--- src/rtl/dag_pkg.sv ---
package dag_pkg;
  localparam int unsigned PAGE_W = 9;
  localparam int unsigned OFS_W  = 7;
  localparam int unsigned ADDR_W = PAGE_W + OFS_W;
  localparam int unsigned PTR_N  = 8;
  localparam int unsigned SEL_W  = $clog2(PTR_N);

  typedef enum logic {
    MODE_PAGED   = 1'b0,
    MODE_POINTER = 1'b1
  } dag_mode_e;
endpackage

--- src/rtl/dag_field_reg.sv ---
module dag_field_reg #(
  parameter int unsigned DATA_W = 16,
  parameter int unsigned FLD_W  = 9
) (
  input  logic              clk_i,
  input  logic              rst_ni,
  input  logic              we_i,
  input  logic [DATA_W-1:0] wdata_i,
  output logic [FLD_W-1:0]  q_o
);
  always_ff @(posedge clk_i or negedge rst_ni) begin
    if (!rst_ni)   q_o <= '0;
    else if (we_i) q_o <= wdata_i[FLD_W-1:0];
  end

  p_field_load_r3: assert property (@(posedge clk_i) disable iff (!rst_ni)
    we_i |=> q_o == $past(wdata_i[FLD_W-1:0]));
  p_field_hold_r7: assert property (@(posedge clk_i) disable iff (!rst_ni)
    !we_i |=> $stable(q_o));
endmodule

--- src/rtl/dag_ptr_file.sv ---
module dag_ptr_file #(
  parameter int unsigned DATA_W = 16,
  parameter int unsigned PTR_N  = 8,
  localparam int unsigned IDX_W = $clog2(PTR_N)
) (
  input  logic              clk_i,
  input  logic              rst_ni,
  input  logic              we_i,
  input  logic [IDX_W-1:0]  widx_i,
  input  logic [DATA_W-1:0] wdata_i,
  input  logic [IDX_W-1:0]  ridx_i,
  output logic [DATA_W-1:0] rdata_o
);
  logic [DATA_W-1:0] regs_q [PTR_N];

  for (genvar g = 0; g < PTR_N; g++) begin : g_ptr
    always_ff @(posedge clk_i or negedge rst_ni) begin
      if (!rst_ni)                                 regs_q[g] <= '0;
      else if (we_i && widx_i == IDX_W'(g))        regs_q[g] <= wdata_i;
    end

    p_ptr_other_r5: assert property (@(posedge clk_i) disable iff (!rst_ni)
      !(we_i && widx_i == IDX_W'(g)) |=> $stable(regs_q[g]));
  end

  assign rdata_o = regs_q[ridx_i];

  p_ptr_load_r5: assert property (@(posedge clk_i) disable iff (!rst_ni)
    (we_i && ridx_i == widx_i) ##1 $stable(ridx_i) |-> rdata_o == $past(wdata_i));
endmodule

--- src/rtl/dag_addr_gen.sv ---
module dag_addr_gen
  import dag_pkg::*;
(
  input  logic              clk_i,
  input  logic              rst_ni,
  input  logic              req_i,
  input  logic              mode_i,
  input  logic [OFS_W-1:0]  offset_i,
  input  logic [ADDR_W-1:0] wdata_i,
  input  logic              page_we_i,
  input  logic              ptr_we_i,
  input  logic [SEL_W-1:0]  ptr_idx_i,
  input  logic              sel_we_i,
  output logic [ADDR_W-1:0] addr_o,
  output logic              valid_o
);
  logic [PAGE_W-1:0] page_q;
  logic [SEL_W-1:0]  sel_q;
  logic [ADDR_W-1:0] ptr_rdata;
  dag_mode_e         mode;

  dag_field_reg #(.DATA_W(ADDR_W), .FLD_W(PAGE_W)) i_page (
    .clk_i, .rst_ni, .we_i(page_we_i), .wdata_i, .q_o(page_q)
  );

  dag_field_reg #(.DATA_W(ADDR_W), .FLD_W(SEL_W)) i_sel (
    .clk_i, .rst_ni, .we_i(sel_we_i), .wdata_i, .q_o(sel_q)
  );

  dag_ptr_file #(.DATA_W(ADDR_W), .PTR_N(PTR_N)) i_ptrs (
    .clk_i, .rst_ni, .we_i(ptr_we_i), .widx_i(ptr_idx_i), .wdata_i,
    .ridx_i(sel_q), .rdata_o(ptr_rdata)
  );

  assign mode = dag_mode_e'(mode_i);

  always_comb begin
    addr_o = '0;
    if (req_i) begin
      unique case (mode)
        MODE_PAGED:   addr_o = {page_q, offset_i};
        MODE_POINTER: addr_o = ptr_rdata;
        default:      addr_o = '0;
      endcase
    end
  end

  assign valid_o = req_i;

  p_idle_zero_r8: assert property (@(posedge clk_i) disable iff (!rst_ni)
    !valid_o |-> addr_o == '0);
  p_page_path_r2: assert property (@(posedge clk_i) disable iff (!rst_ni)
    $past(page_we_i) && req_i && !mode_i |-> addr_o[ADDR_W-1:OFS_W] == $past(wdata_i[PAGE_W-1:0]));
  p_sel_path_r6: assert property (@(posedge clk_i) disable iff (!rst_ni)
    sel_we_i |=> sel_q == $past(wdata_i[SEL_W-1:0]));
endmodule

--- config.mk ---
export PLATFORM = sky130hd
export DESIGN_NAME = dag_addr_gen
export DESIGN_NICKNAME = d
export VERILOG_FILES = /design/src/rtl/dag_pkg.sv /design/src/rtl/dag_field_reg.sv /design/src/rtl/dag_ptr_file.sv /design/src/rtl/dag_addr_gen.sv
export SDC_FILE = /design/constraint.sdc
export NUM_CORES = 1
export LEC_CHECK = 0
export ABC_AREA = 1
export BUFFER_PORTS_ARGS = -buffer_cell sky130_fd_sc_hd__buf_4
export CORE_MARGIN = 1.5
export CORE_UTILIZATION = 55
export DETAILED_ROUTE_END_ITERATION = 16
export MAX_ROUTING_LAYER = met4
export PLACE_DENSITY = 0.76
export SYNTH_ARGS = -nofsm -noshare
export SYNTH_HDL_FRONTEND = slang
export SYNTH_SLANG_ARGS = --single-unit
--- constraint.sdc ---
create_clock -name clk_i -period 1.4 [get_ports clk_i]
set_clock_uncertainty 0.15 [all_clocks]
set_input_delay 0.14 -clock clk_i [delete_from_list [all_inputs] [get_ports clk_i]]
set_output_delay 0.14 -clock clk_i [all_outputs]
set_load 0.02 [all_outputs]
==> flow_summary.json <==
{
  "worst_slew_pin_slew_ns": 0.369,
  "mappedNetlistNets": 944,
  "setup_viol": 17,
  "fin_hold_ws_ns": 0.0220,
  "cp.required_ns": 1.11,
  "antenna_found_initial": 0,
  "wirelength_um": 19900,
  "final.setup.worst_slack_ns": -0.684,
  "htreeDepth": 4,
  "cts_max_path_buffers": 2,
  "worstSkewPairLatency_ns": 0.42,
  "crit_fanout": 7,
  "gp_congestion": 0.849,
  "start_util": 0.566,
  "p_clk_frac": 0.368,
  "cp_top_family": "buffers and inverters",
  "cts_sinks": 140,
  "stdcell_count": 1176,
  "rsz0062_at_grt": "true",
  "die_h_um": 114,
  "worstSetupStartpointType": "register",
  "async_flop_share": 1.00,
  "cap_violations": 0,
  "post-route-util": 0.757,
  "hold_class": "input port to async pin",
  "syn_inst": 911,
  "vias_per_cell": 5.48,
  "syn2layout_area_growth_pct": 33.7,
  "cts_buffers": 17,
  "drtIter0Drc": 701,
  "port_buffers": 49,
  "dieArea_um2": 13100,
  "antenna_left": 0,
  "max_freq_mhz": 480,
  "synth_top_area_frac": 0.513,
  "final_common_cell": "nand2_1",
  "grt_pass1_vias": 5967,
  "cp_slowest_stage_delay_ns": 0.43,
  "boundaryPins": 50,
  "vias": 6446,
  "p_per_area_nw_per_um2": 1400,
  "finalMaxSlewViolations": 0,
  "ys_seq_elements": 140,
  "p_switching_uw": 3910,
  "crit_buf_inv": 4,
  "fin_crit_sh": 1.49,
  "violations": "setup timing",
  "drc_errors": 0,
  "diodes": 0,
  "dp_worst_setup_slack_ns": -0.244,
  "synth-seq-area-share": 0.513,
  "power_frac_comb": 0.230,
  "synth_edf_count": 0,
  "path_class": "register to output pin",
  "ys.flop_type": "dfrtp_1",
  "overflow": 0,
  "status": "finished with violations",
  "synth_area_leaders": "dfrtp_1 (51%), nand2_1 (15%), inv_1 (8.0%)",
  "cp-end-kind": "output pin",
  "drive_gt1_frac": 0.201,
  "cts_tree": "built",
  "share_seq_of_total_power": 0.403,
  "final_cell_mix": "nand2_1 (261), inv_1 (146), dfrtp_1 (139)",
  "cts.clk_slew.worst_paths_ns": 0.06,
  "swShare": 0.305,
  "synth_cell_types": 17,
  "dp_hpwl_um": 11300,
  "wl_per_cell_um": 16.9,
  "nNetsFinal": 1028,
  "path_cells": "buf_12, inv_16, clkbuf_16, nand2_1, nand3_1, nand3_2, nand2_4, a21oi_4, buf_6",
  "row_count": 40,
  "grt_pass1_wl_um": 30000,
  "dp.cells": 1114,
  "core_area_um2": 12100,
  "hold_violations": 0,
  "cp_data_arrival_time_ns": 1.79,
  "fin_crit_ns": 2.08,
  "yosysWarnings": 0,
  "cts-root-buf": "clkbuf_16",
  "ir_drop_uv": 1020,
  "synth_area_um2": 6830,
  "leakagePower_uw": 0.00460,
  "die_w_um": 114,
  "yosysTopAreaCell": "dfrtp_1",
  "power.internal_uw": 8900,
  "track_usage": 0.309,
  "critPathSlowestCell": "dfrtp_2",
  "grt_max_degree": 36,
  "finalPower_uw": 12800,
  "syn_avg_cell_area_um2": 7.50,
  "first_pass_iters": 5,
  "slew_headroom": 0.752
}
==> through the flow <==
step | setup TNS, ns | cell area (um2)
after detailed placement | -3.31 | 7850
after CTS | -9.68 | 8770
after global routing | -11.55 | 9140
final | -10.69 | 9140
after global placement | -3.01 | 7850
after floorplan | -0.0450 | 7110
==> logic make-up after synthesis <==
logic type             after synthesis  synth area share
AND/OR/NAND/NOR                    393             0.237
buffers and inverters              206             0.125
AO/OA/AOI/OAI                      172             0.126
flip-flops                         140             0.513
==> synthesized netlist by cell type, types with 5 or more instances <==
library cell	n
clkbuf_1	9
o21ai_1	64
inv_1	146
dfrtp_1	140
o21ai_0	83
nor2_1	12
nand3_1	96
buf_4	6
buf_2	38
inv_2	5
a21oi_1	25
nand2_1	282
==> metal layers <==
layer,GRT usage,part of all wire
met3,0.0593,0.087
met1,0.399,0.40
met2,0.482,0.47
met5,-,0
met4,0.131,0.036
==> area by class of cell <==
cell class,instances,area [um2]
inverter,151,586
clock buffer,19,453
timing repair buffer,119,1360
tap,168,210
timing repair inverter,1,11.3
clock inverter,13,165
multi-input combinational,565,2850
fill,794,2930
sequential,140,3500
==> path summary, 6_finish.rpt <==
path / from / endpoint / slack, ns / cells after the start
hold / removal: rst_ni / i_ptrs.regs_q[125] / 0.02 / 2
hold reg to reg: i_ptrs.regs_q[124] / i_ptrs.regs_q[124] / 0.33 / 2
min in group clk_i: ptr_idx_i[1] / i_ptrs.regs_q[79] / 0.12 / 4
max in group asynchronous: rst_ni / i_ptrs.regs_q[16] / 0.52 / 3
setup reg to reg: i_sel.q_o[0] / i_sel.q_o[0] / 0.23 / 4
setup / recovery: i_sel.q_o[0] / addr_o[12] / -0.68 / 9
==> sequential cells by signal, indices dropped and copies added (netlist names) <==
| name | flops |
|---|---|
| i_page.q_o | 9 |
| i_ptrs.regs_q | 128 |
| i_sel.q_o | 3 |
==> power by group through the flow <==
stage / combinational [uW] / sequential, uW / clock, uW
6_report: 2940 / 5150 / 4710
4_1_cts: 2630 / 5140 / 4720
5_1_grt: 3280 / 5240 / 4900
3_3_place_gp: 2440 / 5180 / 0
2_1_floorplan: 1780 / 5110 / 0
3_5_place_dp: 2490 / 5200 / 0
==> what timing repair did <==
item                                    4_1_cts  5_1_grt
hold buffers                                 20        0
pin swaps                                     0       11
gates cloned                                  0        8
resized for setup                            29       48
endpoints found under the setup margin       16       16
setup buffers                                 0        3
endpoints found under the hold margin       242        0
(Power assumes the default switching activity.)
